## config.mk

```make
export PLATFORM = sky130hd
export DESIGN_NAME = pio_dual_port
export DESIGN_NICKNAME = d
export VERILOG_FILES = /design/src/rtl/pio_pkg.sv /design/src/rtl/pio_ctrl_fsm.sv /design/src/rtl/pio_port_io.sv /design/src/rtl/pio_irq_eval.sv /design/src/rtl/pio_dual_port.sv
export SDC_FILE = /design/constraint.sdc
export NUM_CORES = 1
export LEC_CHECK = 0
export BUFFER_PORTS_ARGS = -buffer_cell sky130_fd_sc_hd__buf_2
export CORE_MARGIN = 2
export CORE_UTILIZATION = 50
export CTS_BUF_LIST = sky130_fd_sc_hd__clkbuf_8
export DETAILED_ROUTE_END_ITERATION = 8
export PLACE_DENSITY_LB_ADDON = 0.1
export SLEW_MARGIN = 40
export SYNTH_ARGS = -nofsm -noshare
export SYNTH_HDL_FRONTEND = slang
export SYNTH_SLANG_ARGS = --single-unit
```

## constraint.sdc

```tcl
create_clock -name clk -period 2.05 [get_ports clk]
set_clock_uncertainty 0.15 [all_clocks]
set_input_delay 0.205 -clock clk [delete_from_list [all_inputs] [get_ports clk]]
set_output_delay 0.205 -clock clk [all_outputs]
set_load 0.02 [all_outputs]
```

## src/rtl/pio_pkg.sv

```systemverilog
package pio_pkg;
  localparam int PW = 8;
  localparam int NPORT = 2;
  localparam logic [3:0] SIG_MODE = 4'hF;
  localparam logic [3:0] SIG_INTR = 4'h7;

  typedef enum logic [1:0] {
    M_IN    = 2'd0,
    M_OUT   = 2'd1,
    M_BIDIR = 2'd2,
    M_BIT   = 2'd3
  } pmode_e;

  typedef enum logic [1:0] {
    F_NONE = 2'd0,
    F_DIR  = 2'd1,
    F_MASK = 2'd2
  } follow_e;

  typedef struct packed {
    pmode_e        mode;
    logic [PW-1:0] dir;
    logic [PW-1:0] mask;
    logic          ie;
    logic          and_m;
    logic          hi;
  } pcfg_t;
endpackage

```

## src/rtl/pio_ctrl_fsm.sv

```systemverilog
module pio_ctrl_fsm
  import pio_pkg::*;
(
  input  logic          clk,
  input  logic          rst_n,
  input  logic          ctrl_we,
  input  logic [PW-1:0] ctrl_byte,
  output pcfg_t         cfg
);
  pcfg_t   cfg_q, cfg_d;
  follow_e pend_q, pend_d;

  always_comb begin
    cfg_d  = cfg_q;
    pend_d = pend_q;
    if (ctrl_we) begin
      case (pend_q)
        F_DIR: begin
          cfg_d.dir = ctrl_byte;
          pend_d    = F_NONE;
        end
        F_MASK: begin
          cfg_d.mask = ctrl_byte;
          pend_d     = F_NONE;
        end
        default: begin
          if (ctrl_byte[3:0] == SIG_MODE) begin
            cfg_d.mode = pmode_e'(ctrl_byte[7:6]);
            pend_d     = (ctrl_byte[7:6] == 2'd3) ? F_DIR : F_NONE;
          end else if (ctrl_byte[3:0] == SIG_INTR) begin
            cfg_d.ie    = ctrl_byte[7];
            cfg_d.and_m = ctrl_byte[6];
            cfg_d.hi    = ctrl_byte[5];
            pend_d      = ctrl_byte[4] ? F_MASK : F_NONE;
          end
        end
      endcase
    end
  end

  always_ff @(posedge clk or negedge rst_n) begin
    if (!rst_n) begin
      cfg_q.mode  <= M_IN;
      cfg_q.dir   <= '1;
      cfg_q.mask  <= '0;
      cfg_q.ie    <= 1'b0;
      cfg_q.and_m <= 1'b0;
      cfg_q.hi    <= 1'b0;
      pend_q      <= F_NONE;
    end else if (ctrl_we) begin
      cfg_q  <= cfg_d;
      pend_q <= pend_d;
    end
  end

  assign cfg = cfg_q;

  // a pending follow-on byte is consumed by the next control write
  p_followon_clears_r4: assert property (@(posedge clk) disable iff (!rst_n)
    (ctrl_we && pend_q != F_NONE) |=> (pend_q == F_NONE));

  // a byte with no signature and nothing pending leaves the setup alone
  p_unknown_ignored_r7: assert property (@(posedge clk) disable iff (!rst_n)
    (ctrl_we && pend_q == F_NONE && ctrl_byte[3:0] != SIG_MODE &&
     ctrl_byte[3:0] != SIG_INTR) |=> ($stable(cfg_q) && pend_q == F_NONE));
endmodule

```

## src/rtl/pio_port_io.sv

```systemverilog
module pio_port_io
  import pio_pkg::*;
(
  input  logic          clk,
  input  logic          rst_n,
  input  logic          data_we,
  input  logic [PW-1:0] wdata,
  input  pcfg_t         cfg,
  input  logic [PW-1:0] pins_in,
  output logic [PW-1:0] data_rd,
  output logic [PW-1:0] pins_out,
  output logic [PW-1:0] pins_oe
);
  logic [PW-1:0] data_q, data_d;

  always_comb begin
    data_d = data_q;
    if (data_we) begin
      if (cfg.mode == M_BIT) data_d = (data_q & cfg.dir) | (wdata & ~cfg.dir);
      else                   data_d = wdata;
    end
  end

  always_ff @(posedge clk or negedge rst_n) begin
    if (!rst_n)       data_q <= '0;
    else if (data_we) data_q <= data_d;
  end

  always_comb begin
    case (cfg.mode)
      M_OUT: begin
        pins_oe = '1;
        data_rd = data_q;
      end
      M_BIDIR: begin
        pins_oe = '1;
        data_rd = pins_in;
      end
      M_BIT: begin
        pins_oe = ~cfg.dir;
        data_rd = (pins_in & cfg.dir) | (data_q & ~cfg.dir);
      end
      default: begin
        pins_oe = '0;
        data_rd = pins_in;
      end
    endcase
  end

  assign pins_out = data_q;

  // bit-mode writes never touch the latched bits of input pins
  p_bitwrite_keeps_inputs_r9: assert property (@(posedge clk) disable iff (!rst_n)
    (data_we && cfg.mode == M_BIT) |=>
      ((data_q & $past(cfg.dir)) == ($past(data_q) & $past(cfg.dir))));

  // byte input mode drives no pin
  p_input_mode_quiet_r3: assert property (@(posedge clk) disable iff (!rst_n)
    (cfg.mode == M_IN) |-> (pins_oe == '0));
endmodule

```

## src/rtl/pio_irq_eval.sv

```systemverilog
module pio_irq_eval
  import pio_pkg::*;
(
  input  logic          clk,
  input  logic          rst_n,
  input  pcfg_t         cfg,
  input  logic [PW-1:0] pins_in,
  output logic          irq
);
  logic [PW-1:0] watched, at_level, hit;
  logic          any_hit, all_hit;

  always_comb begin
    watched  = cfg.dir & ~cfg.mask;
    at_level = cfg.hi ? pins_in : ~pins_in;
    hit      = watched & at_level;
    any_hit  = |hit;
    all_hit  = (watched != '0) && (hit == watched);
    irq      = cfg.ie && (cfg.mode == M_BIT) && (cfg.and_m ? all_hit : any_hit);
  end

  // no request outside enabled bit mode
  p_irq_gated_r12: assert property (@(posedge clk) disable iff (!rst_n)
    irq |-> (cfg.ie && cfg.mode == M_BIT));

  // in AND matching a request implies some pin is being watched
  p_and_needs_pin_r11: assert property (@(posedge clk) disable iff (!rst_n)
    (irq && cfg.and_m) |-> ((cfg.dir & ~cfg.mask) != '0));
endmodule

```

## src/rtl/pio_dual_port.sv

```systemverilog
module pio_dual_port
  import pio_pkg::*;
(
  input  logic       clk,
  input  logic       rst_n,
  input  logic       bus_wr,
  input  logic [1:0] bus_addr,
  input  logic [7:0] bus_wdata,
  output logic [7:0] bus_rdata,
  input  logic [7:0] pa_in,
  output logic [7:0] pa_out,
  output logic [7:0] pa_oe,
  output logic       pa_irq,
  input  logic [7:0] pb_in,
  output logic [7:0] pb_out,
  output logic [7:0] pb_oe,
  output logic       pb_irq
);
  logic [PW-1:0] pin_in [NPORT];
  logic [PW-1:0] pin_out[NPORT];
  logic [PW-1:0] pin_oe [NPORT];
  logic [PW-1:0] rd     [NPORT];
  logic          irq    [NPORT];

  assign pin_in[0] = pa_in;
  assign pin_in[1] = pb_in;

  for (genvar p = 0; p < NPORT; p++) begin : g_port
    pcfg_t cfg;
    logic  ctrl_we, data_we;

    assign data_we = bus_wr && (bus_addr == {1'b0, 1'(p)});
    assign ctrl_we = bus_wr && (bus_addr == {1'b1, 1'(p)});

    pio_ctrl_fsm u_ctrl (
      .clk(clk), .rst_n(rst_n), .ctrl_we(ctrl_we), .ctrl_byte(bus_wdata), .cfg(cfg)
    );
    pio_port_io u_io (
      .clk(clk), .rst_n(rst_n), .data_we(data_we), .wdata(bus_wdata), .cfg(cfg),
      .pins_in(pin_in[p]), .data_rd(rd[p]), .pins_out(pin_out[p]), .pins_oe(pin_oe[p])
    );
    pio_irq_eval u_irq (
      .clk(clk), .rst_n(rst_n), .cfg(cfg), .pins_in(pin_in[p]), .irq(irq[p])
    );
  end

  assign bus_rdata = bus_addr[1] ? '0 : rd[bus_addr[0]];

  assign pa_out = pin_out[0];
  assign pa_oe  = pin_oe[0];
  assign pa_irq = irq[0];
  assign pb_out = pin_out[1];
  assign pb_oe  = pin_oe[1];
  assign pb_irq = irq[1];

  // control offsets read back as zero
  p_ctrl_reads_zero_r1: assert property (@(posedge clk) disable iff (!rst_n)
    bus_addr[1] |-> (bus_rdata == 8'h00));
endmodule

```

==> metrics.txt <==
number of global-route vias before repair=3,407; FILL cells=649; routed vias=3,460; GRT overflow=0; # H-tree levels=3; sequential element share of the synthesized area=39.4%; synthesized instance count=around 400; fin util=approximately 66%; Most used DFF post-synth=dfrtp_1; Cell Chain, Critical Path=xnor2_1, a222oi_1, and4_1, a211oi_2, buf_4; initial DRC count=roughly 140; dpl ws=0.0700 ns; WL final=11,100 um; fin crit share=112%; Reg2Reg Depth=5; Compound-Gate Fraction of Synth Area=18.1%; num rows=32; Die ar.=0.00872 mm^2; worst path required time=1.69 ns; Residual DRC=0; total track usage=26.9%; crit path launch=g_port[1].u_ctrl.cfg[0]; most frequent cells in the layout=59 x mux2_2, 52 x buf_2, 43 x dfrtp_1, 38 x buf_4, 34 x inv_1; n_diodes=0; area of the multi-input gates=0.00243 mm^2; violated checks=negative setup slack; DP HPWL=8040 um; synthesis-stage register bit count=62; Mapped Area=0.00399 mm^2; Crit. path cell count=5; synth-to-layout area growth=27.4%; Leak=2.20 nW; Slew HR=63.6%; CTS tree=yes; hold crit path type=in2reg; largest family of logic cells by synthesized area=multiplexers; run status=finished with violations; gpl congestion=0.936; Critical path buffers and inverters=1; FF+latch area=around 0.0016 mm^2; Min Hold Slack=roughly 0.085 ns; die height=93.4 um; Mean Syn Cell Area=9.91 um^2; synth warn=0; fmax=0.437 GHz; final setup margin=-0.237 ns; Max Cap Violations=0; Slowest cell on crit path=dfrtp_2; Wirelength per Cell=roughly 19 um; Critical Path End=pb_irq; Unique masters post-synth=50; clk buf depth=2; Post-Synth XOR/XNOR Area=2.63%; Root Driver=clkbuf_8; Core Box Area=around 0.0077 mm^2; Die Wd=93.4 um; Placed Area=0.00454 mm^2; FF-to-FF Start=g_port[1].u_ctrl.pend_q[0]; R2R setup slack=between 0.3 and 0.4 ns; Max Slew Vio Count=0; worst-skew pair later-pin latency=0.34 ns; largest net degree at the start of global routing=26; router iterations before antenna repair=4; Final Hold Viols=0; Sinks on Clock Net=62; Setup-failing EPs final=17; Post-synth EDFFs=0; Buffers on Ports=70; Worst Tran Pin Value=0.547 ns; Hold Path Stages=2; first-pass GRT wire length=roughly 18,000 um; Num CTS Buffers=9; syn nets=between 400 and 500; Crit path max-delay family=flip-flops; CP endpoint kind=output pin; Max stage delay on crit path=0.52 ns; Worst-path clk slew=~0.06 ns; layout cells sized above 1=50.0%; crit path time final=2.29 ns; CP arrival=1.93 ns; pwr dens=1120 mW/mm^2; Synth Area in Adders=3.13%; VDD IR max=approximately 0.00063 V; most common cell after layout, fill and taps aside=mux2_2; post-synthesis mux area share=18.6%; worst-path fanout max=9; fraction of registers with async set or reset after synthesis=100%; critical path class=reg2out; I/O pin cnt=71; antenna violations before repair=0; post-route cell area=0.00509 mm^2; RSZ-0062 raised after global routing=yes; crit path launch type=register; Final #Nets=between 500 and 600; remaining antenna violation count=0; Synth Area in Simple Gates=12.1%; R2R Path End=g_port[1].u_ctrl.cfg[0]; vias per cell=just under 6; starting density of the core=51.7%
[power breakdown]
group | switching [W] | internal, W
clock | 0.000454 | 0.000521
combinational | 0.00122 | 0.00127
sequential | 0.000479 | 0.00176
[metal layers]
layer | track usage (%) | routed length [um] | vias to the layer above
li1 | - | - | 1621
met1 | 35.0 | 4720 | 1700
met2 | 44.8 | 5650 | 120
met3 | 4.11 | 619 | 19
met4 | 11.3 | 154 | 0
met5 | 0 | 0 | -
[cell families after synthesis]
kind of cell | Yosys count
buf+inv | 56
compound gates | 103
fa+ha+maj | 10
flops | 62
mux | 66
simple gates | 94
xor+xnor | 12
[metrics by stage]
stage / total power [W] / std cells / TNS (ns)
2_1_floorplan: 0.00370 / 403 / 0
3_3_place_gp: 0.00427 / 567 / 0
3_5_place_dp: 0.00433 / 567 / 0
4_1_cts: 0.00547 / 591 / -1.58
5_1_grt: 0.00606 / 596 / -2.87
6_report: 0.00570 / 596 / -1.65
[worst min path at each step]
stage	end	slack, ns	from
3_3_place_gp	g_port[0].u_ctrl.cfg[6]	0.07	rst_n
2_1_floorplan	asynchronous set/reset pin	-0.24	rst_n
3_5_place_dp	asynchronous set/reset pin	0.06	rst_n
4_1_cts	g_port[0].u_ctrl.cfg[5]	0.07	bus_wdata[2]
5_1_grt	g_port[1].u_ctrl.cfg[5]	0.09	bus_wdata[2]
6_report	register	0.09	bus_wdata[1]
[repair_timing]
action | CTS | global route
hold endpoints to repair | 15 | 0
pin swaps | 23 | 12
resized for setup | 35 | 27
endpoints found under the setup margin | 10 | 10
hold buffers | 2 | 0
setup buffers | 7 | 5
[synthesized netlist by cell type (3+ instances only)]
master / instances / area share (%)
a211oi_1: 10 / 1.9
a21oi_1: 25 / 3.1
a21oi_2: 8 / 1.8
a22o_1: 8 / 1.8
a22oi_1: 8 / 1.5
a311oi_1: 8 / 1.8
a31oi_1: 3 / 0.47
buf_2: 4 / 0.50
buf_4: 3 / 0.56
clkbuf_1: 10 / 0.94
dfrtp_1: 46 / 29
dfstp_2: 16 / 11
ha_1: 10 / 3.1
inv_1: 34 / 3.2
mux2_1: 6 / 1.7
mux2_2: 59 / 17
nand2_1: 24 / 2.3
nand2_2: 4 / 0.63
nand2b_1: 14 / 2.2
nand3_1: 4 / 0.50
nand3b_1: 4 / 0.75
nor2_1: 26 / 2.4
nor2_2: 4 / 0.63
o21ai_0: 11 / 1.4
o22ai_1: 9 / 1.4
o32ai_1: 3 / 0.66
xnor2_1: 10 / 2.2
[worst register-to-register path, stage by stage, from the launching register on]
cell and delay, ns:
dfrtp_1 0.35, inv_1 0.06, ha_1 0.30, nand3_1 0.13
nor2_2 0.22, mux2_2 0.36
[cell type report]
class,instances,share of cell area [%]
clock buffers,12,3.25
clock inverters,3,0.246
inverters,34,2.51
multi-input cells,285,47.7
flip-flops and latches,62,31.0
well taps,102,2.51
repair buffers,98,12.8
No activity file was read; power rests on OpenSTA's default activity.
